### src/rtl/raster_pkg.sv
package raster_pkg;

    localparam int RT_LINE_W = 10;
    localparam int RT_DATA_W = 32;
    localparam int RT_SEL_W  = 3;
    localparam int RT_STAT_W = 14;

    typedef enum logic [RT_SEL_W-1:0] {
        SEL_FRAME_SIZE = 3'd0,
        SEL_SYNC_CFG   = 3'd1,
        SEL_SYNC_WIDTH = 3'd2,
        SEL_FRONT      = 3'd3,
        SEL_BACK       = 3'd4
    } cfg_sel_e;

    typedef struct packed {
        logic [RT_LINE_W-1:0] lines_m1;
        logic [RT_LINE_W-1:0] dots_m1;
        logic                 interlace;
        logic [6:0]           hs_half_m1;
        logic [3:0]           vs_lines;
        logic [RT_LINE_W-1:0] front_m1;
        logic [RT_LINE_W-1:0] back_dots;
    } raster_cfg_t;

    typedef enum logic [1:0] {
        STEP_IDLE,
        STEP_DOT,
        STEP_LINE,
        STEP_WRAP
    } scan_step_e;

    typedef enum logic [1:0] {
        CLS_NEAR,
        CLS_FAR_TOP,
        CLS_FAR_BODY
    } line_class_e;

endpackage

### src/rtl/raster_cfg_regs.sv
module raster_cfg_regs
    import raster_pkg::*;
#(
    parameter logic [RT_LINE_W-1:0] BP_DEFAULT = 10'd108
) (
    input  logic                 clk,
    input  logic                 rst_n,
    input  logic                 wr_en,
    input  logic [RT_SEL_W-1:0]  wr_sel,
    input  logic [RT_DATA_W-1:0] wr_data,
    output raster_cfg_t          cfg_o
);

    localparam int HI_LSB = 16;

    raster_cfg_t cfg_q;
    raster_cfg_t cfg_d;

    logic unused_wr_bits;
    assign unused_wr_bits = ^{wr_data[RT_DATA_W-1:HI_LSB+RT_LINE_W],
                              wr_data[HI_LSB-1:RT_LINE_W]};

    always_comb begin
        cfg_d = cfg_q;
        if (wr_en) begin
            unique case (wr_sel)
                SEL_FRAME_SIZE: begin
                    cfg_d.lines_m1 = wr_data[HI_LSB +: RT_LINE_W];
                    cfg_d.dots_m1  = wr_data[RT_LINE_W-1:0];
                end
                SEL_SYNC_CFG:   cfg_d.interlace = wr_data[4];
                SEL_SYNC_WIDTH: begin
                    cfg_d.hs_half_m1 = wr_data[6:0];
                    cfg_d.vs_lines   = wr_data[11:8];
                end
                SEL_FRONT:      cfg_d.front_m1  = wr_data[RT_LINE_W-1:0];
                SEL_BACK:       cfg_d.back_dots = wr_data[RT_LINE_W-1:0];
                default:        cfg_d = cfg_q;
            endcase
        end
    end

    always_ff @(posedge clk or negedge rst_n) begin
        if (!rst_n) begin
            cfg_q.lines_m1   <= 10'h270;
            cfg_q.dots_m1    <= 10'h35F;
            cfg_q.interlace  <= 1'b0;
            cfg_q.hs_half_m1 <= 7'h3F;
            cfg_q.vs_lines   <= 4'd5;
            cfg_q.front_m1   <= '0;
            cfg_q.back_dots  <= BP_DEFAULT;
        end else begin
            cfg_q <= cfg_d;
        end
    end

    assign cfg_o = cfg_q;

endmodule

### src/rtl/raster_scan_ctr.sv
module raster_scan_ctr
    import raster_pkg::*;
#(
    parameter int RETRACE_END = 42
) (
    input  logic                 clk,
    input  logic                 rst_n,
    input  logic                 dot_en,
    input  logic [RT_LINE_W-1:0] dots_m1,
    input  logic [RT_LINE_W-1:0] lines_m1,
    input  logic                 interlace,
    output logic [RT_LINE_W-1:0] pos_o,
    output logic [RT_LINE_W-1:0] line_o,
    output logic                 field_o,
    output logic                 frame_done_o
);

    localparam logic [RT_LINE_W-1:0] RE_LINE = RT_LINE_W'(RETRACE_END);

    scan_step_e           step;
    logic [RT_LINE_W-1:0] pos_q,  pos_d;
    logic [RT_LINE_W-1:0] line_q, line_d;
    logic                 field_q, field_d;
    logic                 frame_q, frame_d;

    // Step classifier: what one enabled dot does to the raster.
    always_comb begin
        if (!dot_en || dots_m1 == '0) begin
            step = STEP_IDLE;
        end else if (pos_q < dots_m1) begin
            step = STEP_DOT;
        end else if (line_q < lines_m1) begin
            step = STEP_LINE;
        end else begin
            step = STEP_WRAP;
        end
    end

    always_comb begin
        pos_d   = pos_q;
        line_d  = line_q;
        field_d = field_q;
        unique case (step)
            STEP_IDLE: ;
            STEP_DOT:  pos_d = pos_q + 1'b1;
            STEP_LINE: begin
                pos_d  = '0;
                line_d = line_q + 1'b1;
            end
            STEP_WRAP: begin
                pos_d   = '0;
                line_d  = '0;
                field_d = field_q ^ interlace;
            end
            default: ;
        endcase
        frame_d = (step == STEP_LINE || step == STEP_WRAP) &&
                  (line_d >= RE_LINE) &&
                  ((line_q < RE_LINE) || (line_d < line_q));
    end

    always_ff @(posedge clk or negedge rst_n) begin
        if (!rst_n) begin
            pos_q   <= '0;
            line_q  <= '0;
            field_q <= 1'b0;
            frame_q <= 1'b0;
        end else begin
            pos_q   <= pos_d;
            line_q  <= line_d;
            field_q <= field_d;
            frame_q <= frame_d;
        end
    end

    assign pos_o        = pos_q;
    assign line_o       = line_q;
    assign field_o      = field_q;
    assign frame_done_o = frame_q;

endmodule

### src/rtl/raster_sync_status.sv
module raster_sync_status
    import raster_pkg::*;
(
    input  logic [RT_LINE_W-1:0] pos,
    input  logic [RT_LINE_W-1:0] line,
    input  logic                 field,
    input  logic [RT_LINE_W-1:0] dots_m1,
    input  logic [6:0]           hs_half_m1,
    input  logic [3:0]           vs_lines,
    input  logic [RT_LINE_W-1:0] front_m1,
    input  logic [RT_LINE_W-1:0] back_dots,
    output logic [RT_STAT_W-1:0] status_o
);

    localparam int CW = RT_LINE_W + 2;

    line_class_e    cls;
    logic [CW-1:0]  pos_x, hs_w, fp_w, tail_x, len_x;
    logic           past_vs, hs_off, vs_off, active;

    assign pos_x   = CW'(pos);
    assign hs_w    = (CW'(hs_half_m1) + 1'b1) << 1;
    assign fp_w    = CW'(front_m1) + 1'b1;
    assign tail_x  = CW'(pos) + CW'(back_dots);
    assign len_x   = CW'(dots_m1) + 1'b1;
    assign past_vs = line >= RT_LINE_W'(vs_lines);

    always_comb begin
        if (line[0] == field) begin
            cls = CLS_NEAR;
        end else if (!past_vs) begin
            cls = CLS_FAR_TOP;
        end else begin
            cls = CLS_FAR_BODY;
        end
    end

    always_comb begin
        hs_off = 1'b0;
        vs_off = 1'b0;
        active = 1'b0;
        unique case (cls)
            CLS_NEAR: begin
                hs_off = pos_x > hs_w;
                vs_off = past_vs;
                active = past_vs && (pos_x > fp_w);
            end
            CLS_FAR_TOP: hs_off = 1'b1;
            CLS_FAR_BODY: begin
                hs_off = 1'b1;
                vs_off = 1'b1;
                active = tail_x < len_x;
            end
            default: ;
        endcase
        status_o = {vs_off, hs_off, active, field, line};
    end

endmodule

### src/rtl/raster_timing.sv
module raster_timing
    import raster_pkg::*;
#(
    parameter int                   RETRACE_END = 42,
    parameter logic [RT_LINE_W-1:0] BP_DEFAULT  = 10'd108
) (
    input  logic                 clk,
    input  logic                 rst_n,
    input  logic                 dot_en,
    input  logic                 cfg_wr_en,
    input  logic [RT_SEL_W-1:0]  cfg_wr_sel,
    input  logic [RT_DATA_W-1:0] cfg_wr_data,
    output logic [RT_LINE_W-1:0] line_o,
    output logic                 odd_field_o,
    output logic                 frame_done_o,
    output logic [RT_STAT_W-1:0] status_o
);

    raster_cfg_t          cfg_q;
    logic [RT_LINE_W-1:0] pos;

    raster_cfg_regs #(.BP_DEFAULT(BP_DEFAULT)) u_cfg (
        .clk     (clk),
        .rst_n   (rst_n),
        .wr_en   (cfg_wr_en),
        .wr_sel  (cfg_wr_sel),
        .wr_data (cfg_wr_data),
        .cfg_o   (cfg_q)
    );

    raster_scan_ctr #(.RETRACE_END(RETRACE_END)) u_scan (
        .clk          (clk),
        .rst_n        (rst_n),
        .dot_en       (dot_en),
        .dots_m1      (cfg_q.dots_m1),
        .lines_m1     (cfg_q.lines_m1),
        .interlace    (cfg_q.interlace),
        .pos_o        (pos),
        .line_o       (line_o),
        .field_o      (odd_field_o),
        .frame_done_o (frame_done_o)
    );

    raster_sync_status u_stat (
        .pos        (pos),
        .line       (line_o),
        .field      (odd_field_o),
        .dots_m1    (cfg_q.dots_m1),
        .hs_half_m1 (cfg_q.hs_half_m1),
        .vs_lines   (cfg_q.vs_lines),
        .front_m1   (cfg_q.front_m1),
        .back_dots  (cfg_q.back_dots),
        .status_o   (status_o)
    );

endmodule

### config.mk
export PLATFORM = sky130hd
export DESIGN_NAME = raster_timing
export DESIGN_NICKNAME = d
export VERILOG_FILES = /design/src/rtl/raster_pkg.sv /design/src/rtl/raster_cfg_regs.sv /design/src/rtl/raster_scan_ctr.sv /design/src/rtl/raster_sync_status.sv /design/src/rtl/raster_timing.sv
export SDC_FILE = /design/constraint.sdc
export NUM_CORES = 1
export LEC_CHECK = 0
export ABC_AREA = 1
export ABC_CLOCK_PERIOD_IN_PS = 4500
export CAP_MARGIN = 30
export CORE_UTILIZATION = 40
export DETAILED_ROUTE_END_ITERATION = 16
export DONT_BUFFER_PORTS = 1
export PLACE_DENSITY_LB_ADDON = 0.2
export SLEW_MARGIN = 15
export SYNTH_ARGS = -nofsm -noshare
export SYNTH_HDL_FRONTEND = slang
export SYNTH_SLANG_ARGS = --single-unit
export TNS_END_PERCENT = 5
### constraint.sdc
create_clock -name clk -period 4.5 [get_ports clk]
set_input_delay 0.45 -clock clk [delete_from_list [all_inputs] [get_ports clk]]
set_output_delay 0.45 -clock clk [all_outputs]
set_load 0.05 [all_outputs]
# Word-level counts from Yosys, hierarchy flattened
# Cells that the tools add are included.
[totals] register_bits=74 output_inout_bits=26
[op_classes] n_addsub=6 order_cmp=9 n_eq_ne=10 n_mux=10 bitwise=1 reduce_logical=18
[ops] op="$pmux W10 S2" count=2
[ops] op="$lt A10 B10 Y1" count=3
[ops] op="$gt A10 B12 Y1" count=2
[ops] op="$add A10 B1 Y11 const B" count=2
[ops] op="$add A10 B1 Y10 const B" count=2
[ops] op="$lt A12 B12 Y1" count=1
[ops] op="$add A10 B10 Y11" count=1
[ops] op="$ge A10 B4 Y1" count=1
[ops] op="$ge A10 B6 Y1 const B" count=1
[ops] op="$logic_not A10 Y1" count=1
[ops] op="$lt A10 B6 Y1 const B" count=1
[ops] op="$reduce_and A2 Y1" count=5
[ops] op="$add A7 B1 Y8 const B" count=1
[ops] op="$mux W2" count=4
[ops] op="$eq A2 B2 Y1 const B" count=3
[ops] op="$eq A3 B2 Y1 const B" count=2
[ops] op="$pmux W1 S2" count=3
[ops] op="$eq A2 B1 Y1 const B" count=2
[ops] op="$reduce_or A2 Y1" count=2
[ops] op="$eq A3 B1 Y1 const B" count=1
[ops] op="$eq A3 B3 Y1 const B" count=1
[ops] op="$logic_and A1 B1 Y1" count=3
[ops] op="$logic_not A3 Y1" count=1
[ops] op="$logic_or A1 B1 Y1" count=3
[ops] op="6 further kinds" count=6

# Logic depth before layout (Yosys ltp)
[logic_depth] depth_word=9 mapped_depth=25 ltp_nobuf=24

# Cells and area by module
# Synthesis repeated with hierarchy kept, for this count alone.
[hier_totals] cells_unflattened=772 hier_area_um2=5938.2
[by_module_without_submodules] module="raster_cfg_regs" instances=1 cells_per_inst=238 area_each_um2=2139.6 seq_area_each_um2=1331.3
[by_module_without_submodules] module="raster_scan_ctr" instances=1 cells_per_inst=273 area_each_um2=1980.6 seq_area_each_um2=550.5
[by_module_without_submodules] module="raster_sync_status" instances=1 cells_per_inst=261 area_each_um2=1818.0 seq_area_each_um2=0.0

# Worst setup path before layout
# OpenSTA, ideal clock, no wires.
[synth_path] path_type="reg2out" startpoint="register u_scan.pos_q[0] (netlist: u_scan.pos_o[0])" endpoint="output status_o[11]" arrival_ns=2.691 t_required_ns=4.050 slack_ns=1.359 path_stages_with_launch=16 path_buffers=1 path_cell_list="dfrtp_1 -> ha_1 -> fa_1 -> a31oi_1 -> o21ai_1 -> a21oi_1 -> o21ai_1 -> xnor2_1 -> inv_1 -> ha_1 -> nand2_1 -> nor2_1 -> a221oi_1 -> nand3_1 -> nand2_1 -> buf_4"
[synth_between] elab_chain_len=3 elab_cells_between_ends=5 cone_classes="add/sub (1); order compare (2); mux (1); reduce/logical (1)"
[synth_lines] element="from (decl)" line_no="raster_scan_ctr.sv:21" source="logic [RT_LINE_W-1:0] pos_q, pos_d;"
[synth_lines] element="from (signal assigned)" line_no="raster_scan_ctr.sv:69" source="pos_q <= pos_d;"
[synth_lines] element="$add A10 B10 Y11 or $gt A10 B12 Y1 (tied branches)" line_no="raster_sync_status.sv:24, raster_sync_status.sv:46"
[synth_lines] element="$lt A12 B12 Y1 or $logic_and A1 B1 Y1 (tied branches)" line_no="raster_sync_status.sv:52, raster_sync_status.sv:46"
[synth_lines] element="$pmux W1 S2 *" line_no="raster_sync_status.sv:42" source="unique case (cls)"
[synth_lines] element="to (decl)" line_no="raster_timing.sv:16" source="output logic [RT_STAT_W-1:0] status_o"
# Every way passes the cells marked *; elsewhere a longest branch is shown, timed or not.

# Final worst setup path
[layout_path] startpoint="register u_scan.pos_q[2] (netlist: u_scan.pos_o[2])" endpoint="output status_o[11]"
# The elaborated chain is that of the path after synthesis.

==> out/results.txt <==
outcome -> finished, violations left
failing checks -> hold timing
Main synth FF type -> dfrtp_1
CP cell instances -> ha_1 -> inv_1 -> o21ai_0 -> nand2_1 -> o211ai_1 -> nand2_1 -> nand2_1 -> a21oi_1 -> xnor2_1 -> ha_1 -> a21oi_1 -> o21bai_1 -> a221oi_1 -> nand3_1 -> nand2_1
post-synth top area share -> 0.222
DRC viols -> 0
row cnt -> 42
Clk network pwr share -> 0.182
Syn Nets -> 820
vias in the first global route -> 4337
Vias -> 4481
VDD IR-drop max -> 0.362 mV
Yosys reg bits -> 74
area of the core -> 13500 sq um
Switching Power -> 2.04 mW
top-count cell post-synth -> nand2_1
Ys Warns -> 0
hold slack -> -0.0219 ns
CTS tree -> done
Die Width -> 121 um
critical path class -> reg2out
Max Freq -> 247 MHz
Area growth, synth to finish -> 8.79%
first-pass GRT wire length -> 22200 um
number of max-cap violations -> 0
Final Setup Violations -> 0
CP max FO -> 6
FF-to-FF End -> u_scan.frame_done_o
headroom to the max-slew limit -> 0.328
Placement Setup Slack -> 0.774 ns
Internal -> 2.05 mW
number of H-tree levels -> 3
Reg power frac -> 0.276
Final #Nets -> 818
GP Congestion -> 0.894
cell area after synthesis -> 5620 sq um
HPWL after DPL -> 10400 um
Commonest cells post-synth -> nand2_1, inv_1, ha_1
number of synthesized flops with an enable pin -> 0
Detail Route Antenna Nets -> 0
setup total negative slack -> 0 ns
Num CTS Buffers -> 9
Total Power -> 4.09 mW
initial antenna violation count -> 1
worst skew pair latency -> 0.34 ns
I/O Buffers -> 0
slowest CP cell -> dfrtp_1
Synth cell types -> 44
DR pass1 iterations -> 5
min Tclk post-route -> 4.05 ns
Cell Count Post-Placement -> 867
Initial Util -> 0.418
delay of the slowest cell on the worst path -> 0.48 ns
Final Instance Count excl. Fillers -> 884
sequential area share after synthesis -> 0.335
clk buf depth -> 2
Hold WC Path Type -> in2async
Multi-input gate area -> 3180 sq um
Synth Instances -> 705
routed vias/inst -> 5.07
# IOs -> 65
CP Data Required Time -> 4.05 ns
fin area -> 6120 sq um
die area -> 14500 sq um
gr usage total -> 0.199
R2R cell count -> 23
leakage power -> 3.09 nW
detailed-route wire length -> 13400 um
max-slew violation count -> 0
Sink Count -> 74
filler cell count in the final layout -> 1345
Worst setup SP type -> flop
Net Sw Frac -> 0.499
endpoints failing hold -> 2
PwrDens -> 668 nW/um^2
reg-to-reg slack, setup -> 1.20 ns
DP Area -> 5780 sq um
initial DRC count -> 160
Setup crit end kind -> output port
WL/cell -> 15.2 um
Avg Inst Size Synth -> 7.98 sq um
unrepaired setup endpoints after global routing -> false
Crit path max-delay family -> compound AO/OA/AOI/OAI gates
largest cells by area after synthesis -> dfrtp_1, ha_1, dfstp_2
worst-margin pin slew -> 1.01 ns
register area -> 1880 sq um
Comb power frac -> 0.542
die height -> 121 um
grt total ovfl -> 0
Critical path buffers and inverters -> 1
share of cells above drive strength 1 -> 0.114
pin count of the biggest net entering global routing -> 75
n_diodes -> 0
asr flop ratio synth -> 1.00
Final WS setup -> 0.448 ns
Synth area leader -> dfrtp_1
Worst-path clk slew -> 0.06 ns
Util after Layout -> 0.455
Worst EP arrival -> 3.60 ns
Final period util -> 0.900
worst reg2reg startpoint -> u_cfg.cfg_o[36]
Worst Clk Skew -> 0.00664 ns
root buffer cell -> clkbuf_16
CP most frequent cell -> nand2_1
-- layout by cell type, fill, tap and decap left out, drive strengths merged, types with 6 or more instances in the layout --
master | netlist | final
nand2 | 141 | 141
dfstp | 24 | 24
nand4 | 6 | 6
buf | 17 | 14
dfrtp | 50 | 50
nand3 | 38 | 38
nor2 | 50 | 50
o21ai | 67 | 67
inv | 102 | 102
xnor2 | 7 | 7
nor3 | 17 | 17
clkbuf | 10 | 12
nand3b | 6 | 6
ha | 75 | 75
xor2 | 28 | 28
a21oi | 46 | 46
-- registers in the layout, indices dropped and copies added (netlist names) --
| register | count |
|---|---|
| u_cfg.cfg_o | 52 |
| u_scan.frame_done_o | 1 |
| u_scan.pos_o | 10 |
| u_scan.field_o | 1 |
| u_scan.line_o | 10 |
-- repair_timing --
action                                 CTS  global route
gates resized for setup                  0             0
hold buffers                             1             0
setup buffers                            0             0
setup endpoints to repair                0             0
endpoints found under the hold margin   74             0
-- power groups by stage --
stage	registers (mW)	clock network (mW)	logic, mW
2_1_floorplan	1.23	0	1.69
3_3_place_gp	1.16	0	2.08
3_5_place_dp	1.14	0	2.19
4_1_cts	1.13	0.765	2.22
5_1_grt	1.16	0.788	2.50
6_report	1.13	0.743	2.21
-- cells by family after synthesis --
logic type,count (synthesis),synth area share
and+or+nand+nor,261,0.216
muxes,1,0.00200
xor gates and xnor gates,35,0.0545
DFF,74,0.335
buffers and inverters,130,0.0997
AOI/OAI and AO/OA,128,0.123
adders and majority gates,76,0.170
-- layer usage --
metal  global-route usage  part of all wire  up-vias
met4               0.0718             0.025        0
met5                    0                 0        -
li1                     -                 -     2298
met1                0.254              0.45     2054
met3               0.0439             0.048       22
met2                0.330              0.47      107
-- worst max path at each step --
| stage | slack, ns | endpoint | depth (start not counted) | from |
|---|---|---|---|---|
| final | 0.45 | status_o[11] | 15 | u_scan.pos_o[2] |
| after global routing | 0.14 | status_o[11] | 15 | u_scan.pos_o[2] |
| after CTS | 0.39 | status_o[11] | 15 | u_scan.pos_o[2] |
| after detailed placement | 0.77 | status_o[11] | 15 | u_scan.pos_o[2] |
| after global placement | 0.84 | status_o[11] | 15 | u_scan.pos_o[2] |
| after floorplan | 1.36 | status_o[11] | 15 | u_scan.pos_o[0] |
-- cell type report --
| type | count | area share |
|---|---|---|
| clock inverters | 4 | 0.00818 |
| well taps | 176 | 0.0360 |
| clock buffers | 12 | 0.0419 |
| flip-flops and latches | 74 | 0.308 |
| inverters | 103 | 0.0632 |
| repair buffers | 14 | 0.0231 |
| multi-input cells | 501 | 0.520 |
Power figures use the tool's default switching activity.
